==> config.mk <==
export PLATFORM = sky130hd
export DESIGN_NAME = scl_timing_gen
export DESIGN_NICKNAME = d
export VERILOG_FILES = /design/src/rtl/scl_timing_pkg.sv /design/src/rtl/scl_phase_fsm.sv /design/src/rtl/scl_strobe_delay.sv /design/src/rtl/scl_stretch_wdog.sv /design/src/rtl/scl_timing_gen.sv
export SDC_FILE = /design/constraint.sdc
export NUM_CORES = 1
export LEC_CHECK = 0
export BUFFER_PORTS_ARGS = -buffer_cell sky130_fd_sc_hd__buf_2
export CAP_MARGIN = 0
export CORE_ASPECT_RATIO = 0.6
export CORE_MARGIN = 5
export CORE_UTILIZATION = 60
export CTS_BUF_LIST = sky130_fd_sc_hd__clkbuf_2 sky130_fd_sc_hd__clkbuf_4 sky130_fd_sc_hd__clkbuf_8
export CTS_CLUSTER_SIZE = 30
export DETAILED_ROUTE_END_ITERATION = 7
export PLACE_DENSITY = 0.78
export SLEW_MARGIN = 10
export SYNTH_ARGS = -nofsm -noshare
export SYNTH_HDL_FRONTEND = slang
export SYNTH_SLANG_ARGS = --single-unit
==> constraint.sdc <==
create_clock -name clk -period 12.7 [get_ports clk]
set_clock_uncertainty 0.2 [all_clocks]
set_input_delay 1.27 -clock clk [delete_from_list [all_inputs] [get_ports clk]]
set_output_delay 1.27 -clock clk [all_outputs]
set_load 0.05 [all_outputs]
==> src/rtl/scl_timing_pkg.sv <==
package scl_timing_pkg;

    // Phase of the generated SCL waveform.
    typedef enum logic [1:0] {
        PH_IDLE = 2'd0,
        PH_LOW  = 2'd1,
        PH_HIGH = 2'd2,
        PH_HALT = 2'd3
    } scl_phase_e;

    // Events reported by the phase machine to the strobe and timeout logic.
    typedef struct packed {
        logic fall_evt;    // first core clock of a low phase
        logic rise_evt;    // first released clock with the line seen high
        logic stretching;  // released but line still read low
        logic active;      // generating clocks (low or high phase)
    } scl_events_t;

    localparam int STB_DRIVE  = 0;
    localparam int STB_SAMPLE = 1;
    localparam int STB_COUNT  = 2;

endpackage

==> src/rtl/scl_phase_fsm.sv <==
module scl_phase_fsm
    import scl_timing_pkg::*;
#(
    parameter int HW = 15
) (
    input  logic          clk,
    input  logic          rst,
    input  logic          en_i,
    input  logic          tmo_i,
    input  logic [HW-1:0] half_i,
    input  logic          scl_i,
    output logic          drive_low_o,
    output scl_events_t   ev_o
);

    scl_phase_e    st_q, st_d;
    logic [HW-1:0] cnt_q, cnt_d;
    logic          last_w;

    assign last_w = (cnt_q == half_i - 1'b1);

    always_comb begin
        st_d  = st_q;
        cnt_d = cnt_q;
        if (!en_i) begin
            st_d  = PH_IDLE;
            cnt_d = '0;
        end else begin
            case (st_q)
                PH_IDLE: begin
                    st_d  = PH_LOW;
                    cnt_d = '0;
                end
                PH_LOW: begin
                    if (last_w) begin
                        st_d  = PH_HIGH;
                        cnt_d = '0;
                    end else begin
                        cnt_d = cnt_q + 1'b1;
                    end
                end
                PH_HIGH: begin
                    if (tmo_i) begin
                        st_d  = PH_HALT;
                        cnt_d = '0;
                    end else if (scl_i) begin
                        if (last_w) begin
                            st_d  = PH_LOW;
                            cnt_d = '0;
                        end else begin
                            cnt_d = cnt_q + 1'b1;
                        end
                    end
                end
                default: begin
                    st_d  = PH_HALT;
                    cnt_d = '0;
                end
            endcase
        end
    end

    always_ff @(posedge clk) begin
        if (rst) begin
            st_q  <= PH_IDLE;
            cnt_q <= '0;
        end else begin
            st_q  <= st_d;
            cnt_q <= cnt_d;
        end
    end

    assign drive_low_o      = (st_q == PH_LOW);
    assign ev_o.fall_evt    = (st_q == PH_LOW) && (cnt_q == '0);
    assign ev_o.rise_evt    = (st_q == PH_HIGH) && scl_i && (cnt_q == '0);
    assign ev_o.stretching  = (st_q == PH_HIGH) && !scl_i;
    assign ev_o.active      = (st_q == PH_LOW) || (st_q == PH_HIGH);

    // disabling releases the line on the next clock
    assert_release_when_off_R1: assert property (@(posedge clk) disable iff (rst)
        !en_i |=> !drive_low_o);

    // a stretched line never lets the low phase start early
    assert_wait_for_line_R7: assert property (@(posedge clk) disable iff (rst)
        (en_i && ev_o.stretching) |=> !drive_low_o);

    // a timeout parks the generator
    assert_park_after_timeout_R10: assert property (@(posedge clk) disable iff (rst)
        (en_i && tmo_i) |=> !ev_o.active);

endmodule

==> src/rtl/scl_strobe_delay.sv <==
module scl_strobe_delay #(
    parameter int HW = 15
) (
    input  logic          clk,
    input  logic          rst,
    input  logic          run_i,
    input  logic          evt_i,
    input  logic [HW:0]   dly_i,
    input  logic [HW-1:0] half_i,
    output logic          stb_o
);

    logic [HW-1:0] eff_w;
    logic [HW-1:0] cnt_q;

    // Delay of 0 acts as 1; anything above half the period acts as half.
    always_comb begin
        if (dly_i == '0) begin
            eff_w = {{(HW-1){1'b0}}, 1'b1};
        end else if (dly_i > {1'b0, half_i}) begin
            eff_w = half_i;
        end else begin
            eff_w = dly_i[HW-1:0];
        end
    end

    always_ff @(posedge clk) begin
        if (rst || !run_i) begin
            cnt_q <= '0;
        end else if (evt_i) begin
            cnt_q <= eff_w;
        end else if (cnt_q != '0) begin
            cnt_q <= cnt_q - 1'b1;
        end
    end

    assign stb_o = (cnt_q == {{(HW-1){1'b0}}, 1'b1});

    // no strobe once the generator has stopped
    assert_quiet_when_stopped_R1: assert property (@(posedge clk) disable iff (rst)
        !run_i |=> !stb_o);

    // a strobe lasts a single core clock
    assert_single_cycle_strobe_R4: assert property (@(posedge clk) disable iff (rst)
        (stb_o && !evt_i) |=> !stb_o);

endmodule

==> src/rtl/scl_stretch_wdog.sv <==
module scl_stretch_wdog #(
    parameter int HW = 15,
    parameter int TW = 16
) (
    input  logic          clk,
    input  logic          rst,
    input  logic          en_i,
    input  logic          stretch_i,
    input  logic [HW-1:0] half_i,
    input  logic [TW-1:0] limit_i,
    output logic          tmo_o
);

    logic [HW:0]   sub_q;
    logic [TW-1:0] per_q;
    logic          sub_last;

    // One SCL period is twice the half period in core clocks.
    assign sub_last = (sub_q == {half_i, 1'b0} - 1'b1);
    assign tmo_o    = en_i && stretch_i && sub_last &&
                      (limit_i != '0) && (per_q == limit_i - 1'b1);

    always_ff @(posedge clk) begin
        if (rst || !en_i || !stretch_i) begin
            sub_q <= '0;
            per_q <= '0;
        end else if (sub_last) begin
            sub_q <= '0;
            per_q <= per_q + 1'b1;
        end else begin
            sub_q <= sub_q + 1'b1;
        end
    end

    // the timeout is a single-cycle pulse
    assert_single_timeout_R8: assert property (@(posedge clk) disable iff (rst)
        tmo_o |=> !tmo_o);

endmodule

==> src/rtl/scl_timing_gen.sv <==
module scl_timing_gen
    import scl_timing_pkg::*;
#(
    parameter int DIV_W = 16,
    parameter int TMO_W = 16
) (
    input  logic             clk,
    input  logic             rst,
    input  logic             en,
    input  logic [DIV_W-1:0] div_cfg,
    input  logic [DIV_W-1:0] fall_dly,
    input  logic [DIV_W-1:0] rise_dly,
    input  logic [TMO_W-1:0] tmo_limit,
    input  logic             scl_in,
    output logic             scl_drive_low,
    output logic             drive_stb,
    output logic             sample_stb,
    output logic             tmo_pulse
);

    localparam int HW = DIV_W - 1;

    logic [HW-1:0]        half_w;
    scl_events_t          ev_w;
    logic                 run_w;
    logic [STB_COUNT-1:0] evt_w;
    logic [STB_COUNT-1:0] stb_w;
    logic [HW:0]          dly_w [STB_COUNT];

    // Bit 0 of the divider is dropped; 0 and 1 act as 2.
    assign half_w = (div_cfg[DIV_W-1:1] == '0) ? {{(HW-1){1'b0}}, 1'b1}
                                               : div_cfg[DIV_W-1:1];

    assign run_w = en && ev_w.active;

    assign evt_w[STB_DRIVE]  = ev_w.fall_evt;
    assign evt_w[STB_SAMPLE] = ev_w.rise_evt;
    assign dly_w[STB_DRIVE]  = fall_dly;
    assign dly_w[STB_SAMPLE] = rise_dly;

    scl_phase_fsm #(.HW(HW)) phase_i (
        .clk         (clk),
        .rst         (rst),
        .en_i        (en),
        .tmo_i       (tmo_pulse),
        .half_i      (half_w),
        .scl_i       (scl_in),
        .drive_low_o (scl_drive_low),
        .ev_o        (ev_w)
    );

    for (genvar g = 0; g < STB_COUNT; g++) begin : g_strobe
        scl_strobe_delay #(.HW(HW)) strobe_i (
            .clk    (clk),
            .rst    (rst),
            .run_i  (run_w),
            .evt_i  (evt_w[g]),
            .dly_i  (dly_w[g]),
            .half_i (half_w),
            .stb_o  (stb_w[g])
        );
    end

    assign drive_stb  = stb_w[STB_DRIVE];
    assign sample_stb = stb_w[STB_SAMPLE];

    scl_stretch_wdog #(.HW(HW), .TW(TMO_W)) wdog_i (
        .clk       (clk),
        .rst       (rst),
        .en_i      (en),
        .stretch_i (ev_w.stretching),
        .half_i    (half_w),
        .limit_i   (tmo_limit),
        .tmo_o     (tmo_pulse)
    );

    // nothing is produced while disabled
    assert_idle_outputs_R1: assert property (@(posedge clk) disable iff (rst)
        !en |=> !(drive_stb || sample_stb || tmo_pulse));

endmodule

==> metrics, run 1 <==
root buffer cell clkbuf_8; placed instance count a little over 1k; Non-Filler Instances 1051; number of synthesized flops with an enable pin 0; crit end category output port; CP max stage cell nor4_2; drt initial violations 892; Worst setup SP type input pin; largest net degree at the start of global routing 19; fraction of layout cells with a size suffix above 1 0.115; post-route setup TNS 0 ps; Least-Margin Pin Slew about 920 ps; cts hold-fix bufs 0; Skew-Pair Late Insertion Delay 370 ps; number of cells produced by synthesis 865; post-route DRC violation count 0; Clock Path Buffers 2; total track usage 0.318; Synth area leader dfxtp_1; ys flop type dfxtp_1; grt total ovfl 0; crit-path cells buf_2, or4_4, nor2_1, a31o_2, inv_1, ha_1, nor3b_2, and3_1, a2111oi_0, o2111ai_1, nor4_2, nand4_1, inv_1, buf_2; PwrDens around 80 nW/um2; H-tree levels 3; most frequent cells in the layout dfxtp_1, nor2_1, buf_2; GPL Wtd Cong ~1; crit path kind in -> out; Setup Viol. Count Final 0; Die Ht between 90 and 100 um; delay-heaviest family, CP simple AND/OR/NAND/NOR gates; Netlist cell types 72; ys async rst share 0; Final nets between 1k and 1.5k; post-synthesis cell area 6810 um2; full die area about 14000 um2; syn avg cell area 7.87 um2; Via Count about 7k; Initial Utilization 0.609; Relative slew margins 0.385; Hold WS roughly 300 ps; final WL 22100 um; # port buffers 70; clk sink count 79; clk slew on worst S/H paths 90 ps; Worst Path Arrival slightly above 6000 ps; crit path buf inv count 4; worst vdd ir between 0.05 and 0.06 mV; core area 11200 um2; Syn. warnings 0; Tcrit/Tclk final 0.590; Syn-to-layout area delta 8.25%; status completed; FP Rows 30; initial antenna violation count 0; Num CTS Buffers 9; DP Wirelength 17300 um; final core occ 0.659; commonest non-fill, non-tap cell in the layout dfxtp_1; setup bufs post-CTS 0; Avg Vias per Cell 6.71; die width 148 um; Worst Path Max Fanout 12; # IOs 72; wire per inst 21.1 um; top post-synthesis cells by area dfxtp_1, xnor2_1, ha_1; Synth top area share 0.232; Pwr Total 591 uW; ANT cells 0; syn nets 977; Pins Over Slew Limit 0; Req. time, crit path approximately 11000 ps; max incr delay on CP 650 ps; unrepaired setup endpoints after global routing no; global-route wire length before repair 34600 um; CTS tree built; vias in the first global route ~6.5k; Final Critical Period 7500 ps; Final ANT Viol Nets 0; 1st-pass router iterations 5; sequential area share after synthesis 0.232; worst min-delay path class reg -> reg; final hold violation count 0; leakage 0.00286 uW; max cap viols 0; cts repair resizes 0; Max Clk Rate 0.133 GHz; number of synthesized register bits just under 80
-- Yosys cell counts, drive strengths merged (8+ instances only) --
| master | number |
|---|---|
| o211ai | 9 |
| xnor2 | 65 |
| clkbuf | 40 |
| nor4b | 9 |
| mux2i | 35 |
| ha | 44 |
| nor4 | 32 |
| o2bb2a | 8 |
| xor2 | 29 |
| or3 | 15 |
| o21ai | 30 |
| o31ai | 9 |
| and3 | 12 |
| nor2 | 71 |
| nor3 | 41 |
| or4 | 12 |
| inv | 46 |
| nand4 | 20 |
| a21oi | 22 |
| nand2b | 9 |
| o22ai | 31 |
| nand3 | 33 |
| nand2 | 55 |
| dfxtp | 79 |
| nor2b | 12 |
-- kinds of logic (layout without fill, tap and decap cells) --
logic type,Yosys count,in the layout,synth area share
AOI/OAI and AO/OA,170,170,0.176
buffers and inverters,92,134,0.0537
adders and majority gates,44,44,0.0809
DFF,79,79,0.232
xor gates and xnor gates,95,95,0.124
muxes,36,36,0.0531
and+or+nand+nor,349,349,0.280
-- flip-flops by register name (all words and copies together), names as in the netlist --
| signal | cells |
|---|---|
| phase_i.st_q | 2 |
| g_strobe.strobe_i.cnt_q | 30 |
| wdog_i.sub_q | 16 |
| phase_i.cnt_q | 15 |
| wdog_i.per_q | 16 |
-- where the power goes --
part           total (uW)  internal (uW)  switching, uW
Sequential            251            249           2.06
Clock                 203           93.7            109
Combinational         136           53.2           83.0
-- tightest hold or removal path, cell delays in order (launching register included) --
cell and delay [ps]:
dfxtp_1 330, nand3_1 60, o21ai_0 60
-- routing by layer --
layer,vias up,wire [um],track usage
li1,3268,-,-
met1,3319,10200,0.470
met2,420,8820,0.450
met3,45,2730,0.0929
met4,0,380,0.0752
met5,-,0,0
-- final timing paths --
| path | end | from | slack, ps | depth (start not counted) |
|---|---|---|---|---|
| max | tmo_pulse | div_cfg[8] | 5200 | 14 |
| min | g_strobe[0].strobe_i.cnt_q[14] | g_strobe[0].strobe_i.cnt_q[14] | 300 | 2 |
| max reg2reg | phase_i.cnt_q[8] | wdog_i.sub_q[3] | 8570 | 9 |
| min reg2reg | g_strobe[0].strobe_i.cnt_q[14] | g_strobe[0].strobe_i.cnt_q[14] | 300 | 2 |
-- final cells by class --
type	instances	area, um2
Fill cell	986	3820
Sequential cell	79	1580
Inverter	46	173
Timing Repair Buffer	72	365
Tap cell	144	180
Clock inverter	7	80.1
Clock buffer	9	124
Multi-Input combinational cell	694	4860
-- metrics by stage --
| stage | instance area, um2 | setup slack, ps |
|---|---|---|
| after CTS | 7370 | 5390 |
| after global routing | 7370 | 5050 |
| final | 7370 | 5200 |
| after floorplan | 6810 | 6460 |
| after global placement | 7160 | 5560 |
| after detailed placement | 7160 | 5390 |
Power figures use the tool's default switching activity.
==> inputs of run 2 (changes only) <==
Settings changed: CORE_UTILIZATION 60 to 56, PLACE_DENSITY 0.78 to 0.77.
Clock period 12.7 ns to 6.8 ns, I/O delays scaled along.
==> run 2 against run 1 <==
Effect of this change:
- largest power group unchanged
- sequential cell count did not move
- clock power rose by 110%
- via count fell by 2.6%
- non-clock buffer count rose by 2
- power rose by 95%
- highest routed layer unchanged
- register-to-register slack got worse by 5600 ps
- critical path depth did not move
- die area rose by 6.5%
- largest cell class unchanged
- wire length fell by 8.1%
- sequential power rose by 87%
- first-iteration DRC count fell by 6.6%
- core utilization fell by 3.7 points
==> metrics, run 2 (synthesized netlist as in run 1, its figures left out) <==
status completed; FP Rows 31; Setup Viol. Count Final 0; post-route DRC violation count 0; Max Clk Rate between 0.15 and 0.2 GHz; Pins Over Slew Limit 0; setup bufs post-CTS 0; # port buffers 70; total track usage 0.281; max cap viols 0; DP Wirelength approximately 16000 um; worst vdd ir 0.0904 mV; crit path kind in -> out; Skew-Pair Late Insertion Delay roughly 360 ps; Num CTS Buffers 9; commonest non-fill, non-tap cell in the layout dfxtp_1; biggest regs g_strobe.strobe_i.cnt_q: 30 flops, wdog_i.per_q: 16 flops, wdog_i.sub_q: 16 flops; most frequent cells in the layout dfxtp_1, nor2_1, buf_2; Worst Path Arrival approximately 5300 ps; # IOs 72; CTS tree built; Syn-to-layout area delta 9.47%; core area 12000 um2; final hold violation count 0; ANT cells 0; crit end category output port; Initial Utilization 0.568; drt initial violations 833; leakage 0.00289 uW; Worst setup SP type input pin; Final ANT Viol Nets 0; final WL between 20000 and 25000 um; Least-Margin Pin Slew 955 ps; Clock Path Buffers 2; vias in the first global route 6190; largest reg by FF count g_strobe.strobe_i.cnt_q; clk sink count 79; post-route setup TNS 0 ps; unrepaired setup endpoints after global routing no; final setup margin 628 ps; root buffer cell clkbuf_8; Tcrit/Tclk final 0.908; wire per inst 18.9 um; largest net degree at the start of global routing 19; PwrDens 155 nW/um2; global-route wire length before repair about 33000 um; Final Critical Period ~6200 ps; fraction of layout cells with a size suffix above 1 0.117; die width ~150 um; initial antenna violation count 0; cts hold-fix bufs 0; GPL Wtd Cong 0.982; worst min-delay path class reg -> reg; Req. time, crit path 5920 ps; Relative slew margins 0.361; clk slew on worst S/H paths roughly 90 ps; Avg Vias per Cell around 6.4; Via Count 6867; grt total ovfl 0; H-tree levels 3; dpl ws 773 ps; Largest register FFs 30; Die Ht 95.4 um; 1st-pass router iterations 7; cts repair resizes 0; Final nets 1016; Worst Path Max Fanout 12; full die area 14500 um2
## run 2: metal layers
metal,part of all wire,global-route usage,wire (um)
met1,0.47,0.426,9540
met2,0.37,0.370,7570
met3,0.15,0.109,2970
met4,0.012,0.0479,248
met5,0,0,0
## run 2: critical path: stages
cell and delay, ps:
buf_2 220, or4_4 620, nor2_1 440, a31o_2 390, inv_1 70, ha_1 330, nor3b_2 290, and3_1 280
a2111oi_0 440, o2111ai_1 210, nor4_2 590, nand4_1 230, inv_1 210, buf_2 300
## run 2: per-stage QoR
| stage | util | instance area (um2) | power (uW) | cells | hold slack [ps] |
|---|---|---|---|---|---|
| after floorplan | - | 6810 | 644 | 865 | 257 |
| after global placement | 0.601 | 7210 | 719 | 1058 | 285 |
| after detailed placement | 0.601 | 7210 | 722 | 1058 | 289 |
| after CTS | 0.622 | 7450 | 1150 | 1074 | 318 |
| after global routing | 0.622 | 7450 | 1210 | 1074 | 352 |
| final | 0.622 | 7450 | 1150 | 1074 | 322 |
## run 2: path summary, 6_finish.rpt
path	to	from	depth (start not counted)	slack, ps
max	tmo_pulse	div_cfg[8]	14	630
min	g_strobe[1].strobe_i.cnt_q[14]	g_strobe[1].strobe_i.cnt_q[14]	2	320
max reg2reg	phase_i.cnt_q[8]	wdog_i.sub_q[3]	9	2950
min reg2reg	g_strobe[1].strobe_i.cnt_q[14]	g_strobe[1].strobe_i.cnt_q[14]	2	320
## run 2: area by class of cell
cell class / count / area, um2
inverters: 46 / 173
repair buffers: 74 / 380
clock buffers: 9 / 124
multi-input cells: 694 / 4860
clock inverters: 7 / 121
well taps: 165 / 206
flip-flops and latches: 79 / 1580
fillers: 1093 / 4530
## run 2: power by group
part,leakage [uW],switching [uW],internal [uW]
Sequential,0.000636,3.73,466
Combinational,0.00213,151,99.7
Clock,0.000123,188,245
==> inputs of run 3 (changes only) <==
Settings changed: CORE_MARGIN 5 to not set.
==> run 3 against run 2 <==
Effect of this change:
- first-iteration DRC count shrank 15%
- register-to-register slack gained 200 ps
- via count shrank 0.38%
- global-route usage grew 4.8 points
- highest routed layer is now met5
- power shrank 1.9%
- sequential power is essentially flat
- largest cell class unchanged
==> metrics, run 3 (synthesized netlist as in run 1, its figures left out) <==
status completed; post-route setup TNS 0 ps; max cap viols 0; Pins Over Slew Limit 0; cts repair resizes 0; placed instance count 1052; full die area about 13000 um2; Combinational Power Share 0.219; Skew-Pair Late Insertion Delay about 380 ps; final WL between 20000 and 25000 um; DP Wirelength between 15000 and 20000 um; initial antenna violation count 0; Initial Utilization 0.589; Clock Path Buffers 2; Tcrit/Tclk final 0.848; final hold violation count 0; leakage ~0.0029 uW; most frequent cells in the layout dfxtp_1, nor2_1, buf_2; GPL Wtd Cong just under 1; fraction of layout cells with a size suffix above 1 0.116; worst min-delay path class reg -> reg; Req. time, crit path 5920 ps; sw frac 0.294; Num CTS Buffers 9; core area 11600 um2; # port buffers 70; sequential power share 0.415; Non-Filler Instances 1069; clock power share 0.366; Via Count around 6.8k; # IOs slightly above 70; biggest regs g_strobe.strobe_i.cnt_q: 30 flops, wdog_i.per_q: 16 flops, wdog_i.sub_q: 16 flops; crit path kind in -> out; FP Rows 30; Pint around 800 uW; cts hold-fix bufs 0; grt total ovfl 0; Final nets 1015; Finished Cell Area approximately 7400 um2; global-route wire length before repair approximately 31000 um; die width 144 um; Die Ht 87.4 um; worst vdd ir 0.0930 mV; commonest non-fill, non-tap cell in the layout dfxtp_1; Worst Path Max Fanout 12; Least-Margin Pin Slew 889 ps; clk sink count 79; vias in the first global route 5757; Placed Area 7190 um2; Final ANT Viol Nets 0; Final Critical Period about 5800 ps; Max Clk Rate 0.173 GHz; PwrDens 152 nW/um2; largest net degree at the start of global routing 19; setup bufs post-CTS 0; post-route DRC violation count 0; Switching Power 333 uW; Largest register FFs 30; Worst Path Arrival roughly 4900 ps; Relative slew margins 0.406; clk slew on worst S/H paths 80 ps; CTS tree built; largest reg by FF count g_strobe.strobe_i.cnt_q; total track usage 0.328; wire per inst approximately 19 um; unrepaired setup endpoints after global routing no; H-tree levels 3; Setup Viol. Count Final 0; drt initial violations 707; Syn-to-layout area delta 9.10%; 1st-pass router iterations 5; root buffer cell clkbuf_8; crit end category output port; Worst setup SP type input pin; Avg Vias per Cell 6.40
[run 3: cell count changes in the layout (fill, tap and decap cells not counted), sizes merged]
cell    delta
clkbuf     +4
clkinv     -3
buf        -1
bufinv     -1
diode      +1
[run 3: final cells by class]
| type | count | area (um2) |
|---|---|---|
| multi-input cells | 694 | 4860 |
| fillers | 1059 | 4140 |
| flip-flops and latches | 79 | 1580 |
| repair buffers | 73 | 373 |
| well taps | 160 | 200 |
| inverters | 46 | 173 |
| clock buffers | 13 | 166 |
| clock inverters | 3 | 65.1 |
| diodes | 1 | 2.50 |
[run 3: layer usage]
layer / up-vias / track usage / routed length [um]
met1: 3143 / 0.526 / 9910
met2: 386 / 0.407 / 7370
met3: 36 / 0.0913 / 2560
met5: - / 0.0324 / 53
li1: 3274 / - / -
met4: 2 / 0.0718 / 236
[run 3: path summary, 6_finish.rpt]
kind | from | end | slack [ps] | depth (start not counted)
max reg2reg | phase_i.cnt_q[6] | phase_i.cnt_q[13] | 3150 | 9
min | g_strobe[0].strobe_i.cnt_q[14] | g_strobe[0].strobe_i.cnt_q[14] | 300 | 2
max | div_cfg[8] | tmo_pulse | 1030 | 15
min reg2reg | g_strobe[0].strobe_i.cnt_q[14] | g_strobe[0].strobe_i.cnt_q[14] | 300 | 2
[run 3: per-stage QoR]
stage	power, uW	worst slack, ps	hold slack [ps]	util
CTS	1130	1200	298	0.642
global placement	716	1190	281	0.622
floorplan	644	1740	257	-
finish	1130	1030	303	0.642
detailed placement	719	1140	286	0.622
global route	1180	736	321	0.642
[run 3: power groups by stage]
stage / registers, uW / logic (uW) / clock network, uW
3_3_place_gp: 480 / 236 / 0
3_5_place_dp: 480 / 239 / 0
5_1_grt: 470 / 268 / 441
6_report: 469 / 248 / 415
4_1_cts: 469 / 241 / 418
2_1_floorplan: 479 / 164 / 0
[run 3: critical path, cell delays in order]
cell	delay (ps)
buf_2	210
or4_4	620
nor2_1	430
a31o_2	400
inv_1	80
ha_1	290
nor3b_2	260
and3_1	250
a2111oi_0	410
o2111ai_1	200
nor4_2	270
buf_4	190
nand4_1	120
inv_1	190
buf_2	290
